`src/rtl/irq_trap_pkg.sv`:
```
package irq_trap_pkg;
  localparam int unsigned ClassW = 2;
  localparam int unsigned ElW    = 2;
  localparam int unsigned ResW   = 2;

  typedef enum logic [ClassW-1:0] {
    CLS_FIQ  = 2'd0,
    CLS_IRQ  = 2'd1,
    CLS_BOTH = 2'd2,
    CLS_RSVD = 2'd3
  } reg_class_e;

  typedef enum logic [ResW-1:0] {
    RES_OK       = 2'd0,
    RES_TRAP_EL3 = 2'd1,
    RES_TRAP     = 2'd2
  } trap_res_e;

  localparam logic [ElW-1:0] EL0 = 2'd0;
  localparam logic [ElW-1:0] EL1 = 2'd1;
  localparam logic [ElW-1:0] EL2 = 2'd2;
  localparam logic [ElW-1:0] EL3 = 2'd3;
endpackage

```
`src/rtl/irq_trap_route_gate.sv`:
```
module irq_trap_route_gate
  import irq_trap_pkg::*;
(
  input  logic [ClassW-1:0] reg_class_i,
  input  logic              scr_fiq_route_i,
  input  logic              scr_irq_route_i,
  output logic              uses_fiq_o,
  output logic              uses_irq_o,
  output logic              checked_o
);
  always_comb begin
    uses_fiq_o = 1'b0;
    uses_irq_o = 1'b0;
    unique case (reg_class_e'(reg_class_i))
      CLS_FIQ: uses_fiq_o = 1'b1;
      CLS_IRQ: uses_irq_o = 1'b1;
      default: begin  // both, and reserved code aliased to both
        uses_fiq_o = 1'b1;
        uses_irq_o = 1'b1;
      end
    endcase
  end

  // every routing bit the class depends on must be set
  assign checked_o = (~uses_fiq_o | scr_fiq_route_i) & (~uses_irq_o | scr_irq_route_i);
endmodule

```
`src/rtl/irq_trap_level_eval.sv`:
```
module irq_trap_level_eval
  import irq_trap_pkg::*;
(
  input  logic [ElW-1:0] cur_el_i,
  input  logic           checked_i,
  input  logic           uses_fiq_i,
  input  logic           uses_irq_i,
  input  logic           secure_below_el3_i,
  input  logic           cur_aa64_i,
  input  logic           monitor_mode_i,
  input  logic           hyp_imo_i,
  input  logic           hyp_fmo_i,
  output logic           want_el3_o
);
  logic virt_off;

  // hypervisor bits that matter for this class; all of them clear means no virtualisation
  assign virt_off = ~((uses_fiq_i & hyp_fmo_i) | (uses_irq_i & hyp_imo_i));

  always_comb begin
    want_el3_o = 1'b0;
    if (checked_i) begin
      unique case (cur_el_i)
        EL1:     want_el3_o = secure_below_el3_i | virt_off;
        EL2:     want_el3_o = 1'b1;
        EL3:     want_el3_o = ~cur_aa64_i & ~monitor_mode_i;
        default: want_el3_o = 1'b0;
      endcase
    end
  end
endmodule

```
`src/rtl/irq_trap_encode.sv`:
```
module irq_trap_encode
  import irq_trap_pkg::*;
(
  input  logic            want_el3_i,
  input  logic            el3_aa64_i,
  output logic [ResW-1:0] result_o
);
  trap_res_e res;

  always_comb begin
    if (!want_el3_i)      res = RES_OK;
    else if (el3_aa64_i)  res = RES_TRAP_EL3;
    else                  res = RES_TRAP;  // EL3 in 32-bit state cannot take the routed trap
  end

  assign result_o = res;
endmodule

```
`src/rtl/irq_sysreg_trap.sv`:
```
module irq_sysreg_trap
  import irq_trap_pkg::*;
(
  input  logic [1:0] reg_class_i,
  input  logic [1:0] cur_el_i,
  input  logic       secure_below_el3_i,
  input  logic       cur_aa64_i,
  input  logic       el3_aa64_i,
  input  logic       monitor_mode_i,
  input  logic       scr_fiq_route_i,
  input  logic       scr_irq_route_i,
  input  logic       hyp_imo_i,
  input  logic       hyp_fmo_i,
  output logic [1:0] result_o
);
  logic uses_fiq, uses_irq, checked, want_el3;

  irq_trap_route_gate u_gate (
    .reg_class_i     (reg_class_i),
    .scr_fiq_route_i (scr_fiq_route_i),
    .scr_irq_route_i (scr_irq_route_i),
    .uses_fiq_o      (uses_fiq),
    .uses_irq_o      (uses_irq),
    .checked_o       (checked)
  );

  irq_trap_level_eval u_level (
    .cur_el_i           (cur_el_i),
    .checked_i          (checked),
    .uses_fiq_i         (uses_fiq),
    .uses_irq_i         (uses_irq),
    .secure_below_el3_i (secure_below_el3_i),
    .cur_aa64_i         (cur_aa64_i),
    .monitor_mode_i     (monitor_mode_i),
    .hyp_imo_i          (hyp_imo_i),
    .hyp_fmo_i          (hyp_fmo_i),
    .want_el3_o         (want_el3)
  );

  irq_trap_encode u_enc (
    .want_el3_i (want_el3),
    .el3_aa64_i (el3_aa64_i),
    .result_o   (result_o)
  );
endmodule

```
`config.mk`:
```
export PLATFORM = sky130hd
export DESIGN_NAME = irq_sysreg_trap
export DESIGN_NICKNAME = d
export VERILOG_FILES = /design/src/rtl/irq_trap_pkg.sv /design/src/rtl/irq_trap_route_gate.sv /design/src/rtl/irq_trap_level_eval.sv /design/src/rtl/irq_trap_encode.sv /design/src/rtl/irq_sysreg_trap.sv
export SDC_FILE = /design/constraint.sdc
export NUM_CORES = 1
export LEC_CHECK = 0
export ABC_AREA = 1
export BUFFER_PORTS_ARGS = -buffer_cell sky130_fd_sc_hd__buf_2
export CORE_AREA = 2 2 39 41
export DETAILED_ROUTE_END_ITERATION = 6
export DIE_AREA = 0 0 41 43
export PLACE_DENSITY = 0.3
export SETUP_SLACK_MARGIN = 0.05
export SLEW_MARGIN = 20
export SYNTH_ARGS = -nofsm -noshare
export SYNTH_HDL_FRONTEND = slang
export SYNTH_HIERARCHICAL = 1
export SYNTH_SLANG_ARGS = --single-unit
```
`constraint.sdc`:
```
create_clock -name vclk -period 0.8
set_input_delay 0.04 -clock vclk [all_inputs]
set_output_delay 0.04 -clock vclk [all_outputs]
set_load 0.1 [all_outputs]
```
Yosys cells after proc, flatten, opt, wreduce, memory -nomap -nowiden
Index checks and enable logic that the tools add are counted.
{ "op_classes": {"n_eq_ne": 4, "muxes": 6, "bitwise": 11, "reduce_logical": 1} }
{ "op_table": {"columns": ["cell", "n"], "rows": [
  ["1-bit AND", 4],
  ["2-bit by 1-bit == test with 1-bit output (second input constant)", 2],
  ["2-bit == test (second input constant)", 2],
  ["2-bit 2-to-1 mux", 2],
  ["1-bit OR", 4],
  ["1-bit 2-to-1 mux", 3],
  ["1-bit inverter", 3],
  ["1-bit case mux with 3 select lines", 1],
  ["2-bit logical NOT", 1]
]} }
{ "totals": {"register_bits": 0, "output_inout_bits": 2, "word_cells": 22} }

Longest topological paths before layout
{ "logic_depth": {"word_depth": 9, "mapped_depth": 9, "mapped_depth_nobuf": 9} }

Modules after synthesis
Netlist, hierarchy kept.
{ "modules_own_cells": {"columns": ["module", "instances", "cells_each", "area_each_um2", "seq_area_each_um2"], "rows": [
  ["irq_trap_level_eval", 1, 11, 43.8, 0.0],
  ["irq_trap_route_gate", 1, 7, 30.0, 0.0],
  ["irq_trap_encode", 1, 4, 17.5, 0.0]
]} }

Worst setup path before layout
OpenSTA, ideal clock, no wires.
{ "synth_path": {"path_type": "in2out", "start": "in reg_class_i[1]", "end": "out result_o[1]", "t_arrival_ns": 1.342, "required_ns": 0.760, "setup_slack_ns": -0.582, "stages": 9, "n_path_buf": 0, "cell_sequence": "nor2_2 -> inv_1 -> nand2_1 -> nand2_1 -> nand2_1 -> nand2_1 -> a21oi_1 -> inv_1 -> nor2_2"} }
{ "synth_between": {"elab_chain_len": 9, "elab_cells_between_ends": 15, "cone_classes": "1 x eq/ne; 5 x mux; 8 x bitwise; 1 x reduce/logical"} }
{ "synth_lines": {"columns": ["item", "line_no", "text"], "rows": [
  ["start, declared", "irq_sysreg_trap.sv:4", "input logic [1:0] reg_class_i,"],
  ["2-bit logical NOT", "irq_trap_route_gate.sv:14", "unique case (reg_class_e'(reg_class_i))"],
  ["1-bit 2-to-1 mux", "irq_trap_route_gate.sv:14", null],
  ["net uses_irq", "irq_sysreg_trap.sv:16", "logic uses_fiq, uses_irq, checked, want_el3;"],
  ["1-bit AND", "irq_trap_level_eval.sv:18", "assign virt_off = ~((uses_fiq_i & hyp_fmo_i) | (uses_irq_i & hyp_imo_i));"],
  ["1-bit OR", "irq_trap_level_eval.sv:18", null],
  ["1-bit inverter", "irq_trap_level_eval.sv:18", null],
  ["1-bit OR", "irq_trap_level_eval.sv:24", "EL1: want_el3_o = secure_below_el3_i | virt_off;"],
  ["1-bit case mux with 3 select lines", "irq_trap_level_eval.sv:23", "unique case (cur_el_i)"],
  ["1-bit 2-to-1 mux", "irq_trap_level_eval.sv:22", "if (checked_i) begin"],
  ["net want_el3", "irq_sysreg_trap.sv:16", null],
  ["2-bit 2-to-1 mux", "irq_trap_encode.sv:11", "if (!want_el3_i) res = RES_OK;"],
  ["end, declared", "irq_sysreg_trap.sv:14", "output logic [1:0] result_o"]
]} }
The timed path passes the listed nets, and every way through them passes these cells.

Worst setup path in the final report
Ends and elaborated chain as after synthesis.

==> qor.yml <==
outcome: "complete, but fails checks"
violations: "negative setup slack"
worst_path_dominant_cell_family: "buffers and inverters"
routed_via_density: 3.000
cts_setup_buffers: 0
first_pass_iters: 1
die_area_um2: 1763
fin_hold_ws_ps: 391.7
insertedDiodeCount: 0
worstPathArrival_ps: 970
multi_input_area_um2: 82.58
min_path_type: "in2out"
synth_warnings: 6
layout.nets: 51
slew_headroom_pct: 87.23
max_stage_delay_ps: 180
clock.fmax_mhz: 986.6
ir_drop_mv: 0.07754
grt_pass1_wl_um: 414
ff_latch_area_um2: 0
routedWlPerCell_um: 5.811
area.growth.synth_to_final_pct: 172.6
fin_area_um2: 249.0
n_clock_buffer: 0
drtIter0Drc: 0
cp_max_fo: 2
hpwl_um: 295.5
crit_type: "in2out"
cp_num_buf_inv: 4
num_rows: 14
drive_gt1_share_pct: 51.35
routed_wl_um: 308
critPathRequiredTime_ps: 760
die_height_um: 43
final_common_cell: "buf_2"
flops_and_latches: 0
crit_slowest_cell: "buf_12"
cp-end-kind: "primary output"
powerDensity_nw_per_um2: 600.6
vias: 159
core_area_um2: 1384
tightest_slew_ps: 189.5
crit_path_start_kind: "input port"
max_cap_viol_count: 0
track_usage_pct: 2.997
start_util_pct: 6.600
ant_nets: 0
gp_congestion: 0.5578
min_period_over_period_pct: 126.7
pin_count: 14
grt_pass1_vias: 136
fill_cells: 161
finalCriticalPeriod_ps: 1014
die_x_um: 41
syn_nets: 34
seq_area_frac_synth_pct: 0
setup_viol: 2
crit_top_cell: "nand2_1"
cp_cell_sequence: "buf_6, nor2_4, inv_1, nand2_1, nand2_1, nand2_1, nand2_1, a21oi_2, inv_1, nor2_4, buf_12"
rsz0062_at_grt: "true"
dp_slack_ps: -255.3
place_area_um2: 236.5
portBuffers: 14
timing.final.hold_violations: 0
mostFrequentLayoutCells: "buf_2 (10), nand2_1 (8), inv_1 (5), nor2_1 (3)"
worst_slack_ps: -213.5
synthDistinctLibCells: 6
synthCells: 22
syn_avg_cell_area_um2: 4.152
grt_start_max_net_pins: 4
antenna_found_initial: 0
grt_overflow: 0
remaining_drc_errors: 0
slew_viol_final: 0
total_leakage_power_uw: 0.0001296
fin_util_pct: 17.99
synth_area_um2: 91.34
-- power by group --
group / switching, uW / internal, uW
clock: 0 / 0
sequential: 0 / 0
combinational: 82.2 / 67.3
-- worst min-delay path, cell delays in order --
cell and delay, ps:
buf_2 110, nor2_4 50, buf_12 150
-- what timing repair did --
action | 4_1_cts | 5_1_grt
gates resized for setup | 3 | 0
endpoints found under the setup margin | 2 | 2
hold buffers | 0 | 0
-- cells in the mapped netlist (all sizes together) --
master | n | share of area [%]
nor2 | 5 | 26
inv | 6 | 25
o21ai | 1 | 5.5
nand2 | 8 | 33
a21oi | 2 | 11
-- through the flow --
step	cells	setup TNS, ps	power (uW)
global route	53	-596.4	160.5
finish	53	-416.8	149.5
CTS	53	-449.5	152.0
detailed placement	53	-500.3	145.2
floorplan	22	-387.8	77.91
global placement	53	-523.5	145.5
-- path summary, 6_finish.rpt --
path | startpoint | end | slack, ps | cells after the start
worst max-delay path | reg_class_i[1] | result_o[1] | -210 | 11
worst min-delay path | el3_aa64_i | result_o[1] | 390 | 3
-- cell families (layout without fill, tap and decap cells) --
logic type      count (synthesis)  count (layout)  synth area share [%]
simple gates                   13              13                 58.90
buf+inv                         6              21                 24.66
compound gates                  3               3                 16.43
-- cell type report --
type	count	area share (%)
tap	16	8.040
inverter	6	10.55
multi-input combinational	16	33.17
timing repair buffer	15	48.24
-- metal layers --
layer,global-route usage [%],up-vias,share of wire [%],wire [um]
li1,-,94,-,-
met4,0,0,0,0
met3,0,0,7.8,24
met5,0,-,0,0
met2,6.250,5,53,164
met1,3.165,60,39,119
Power figures use the tool's default switching activity.
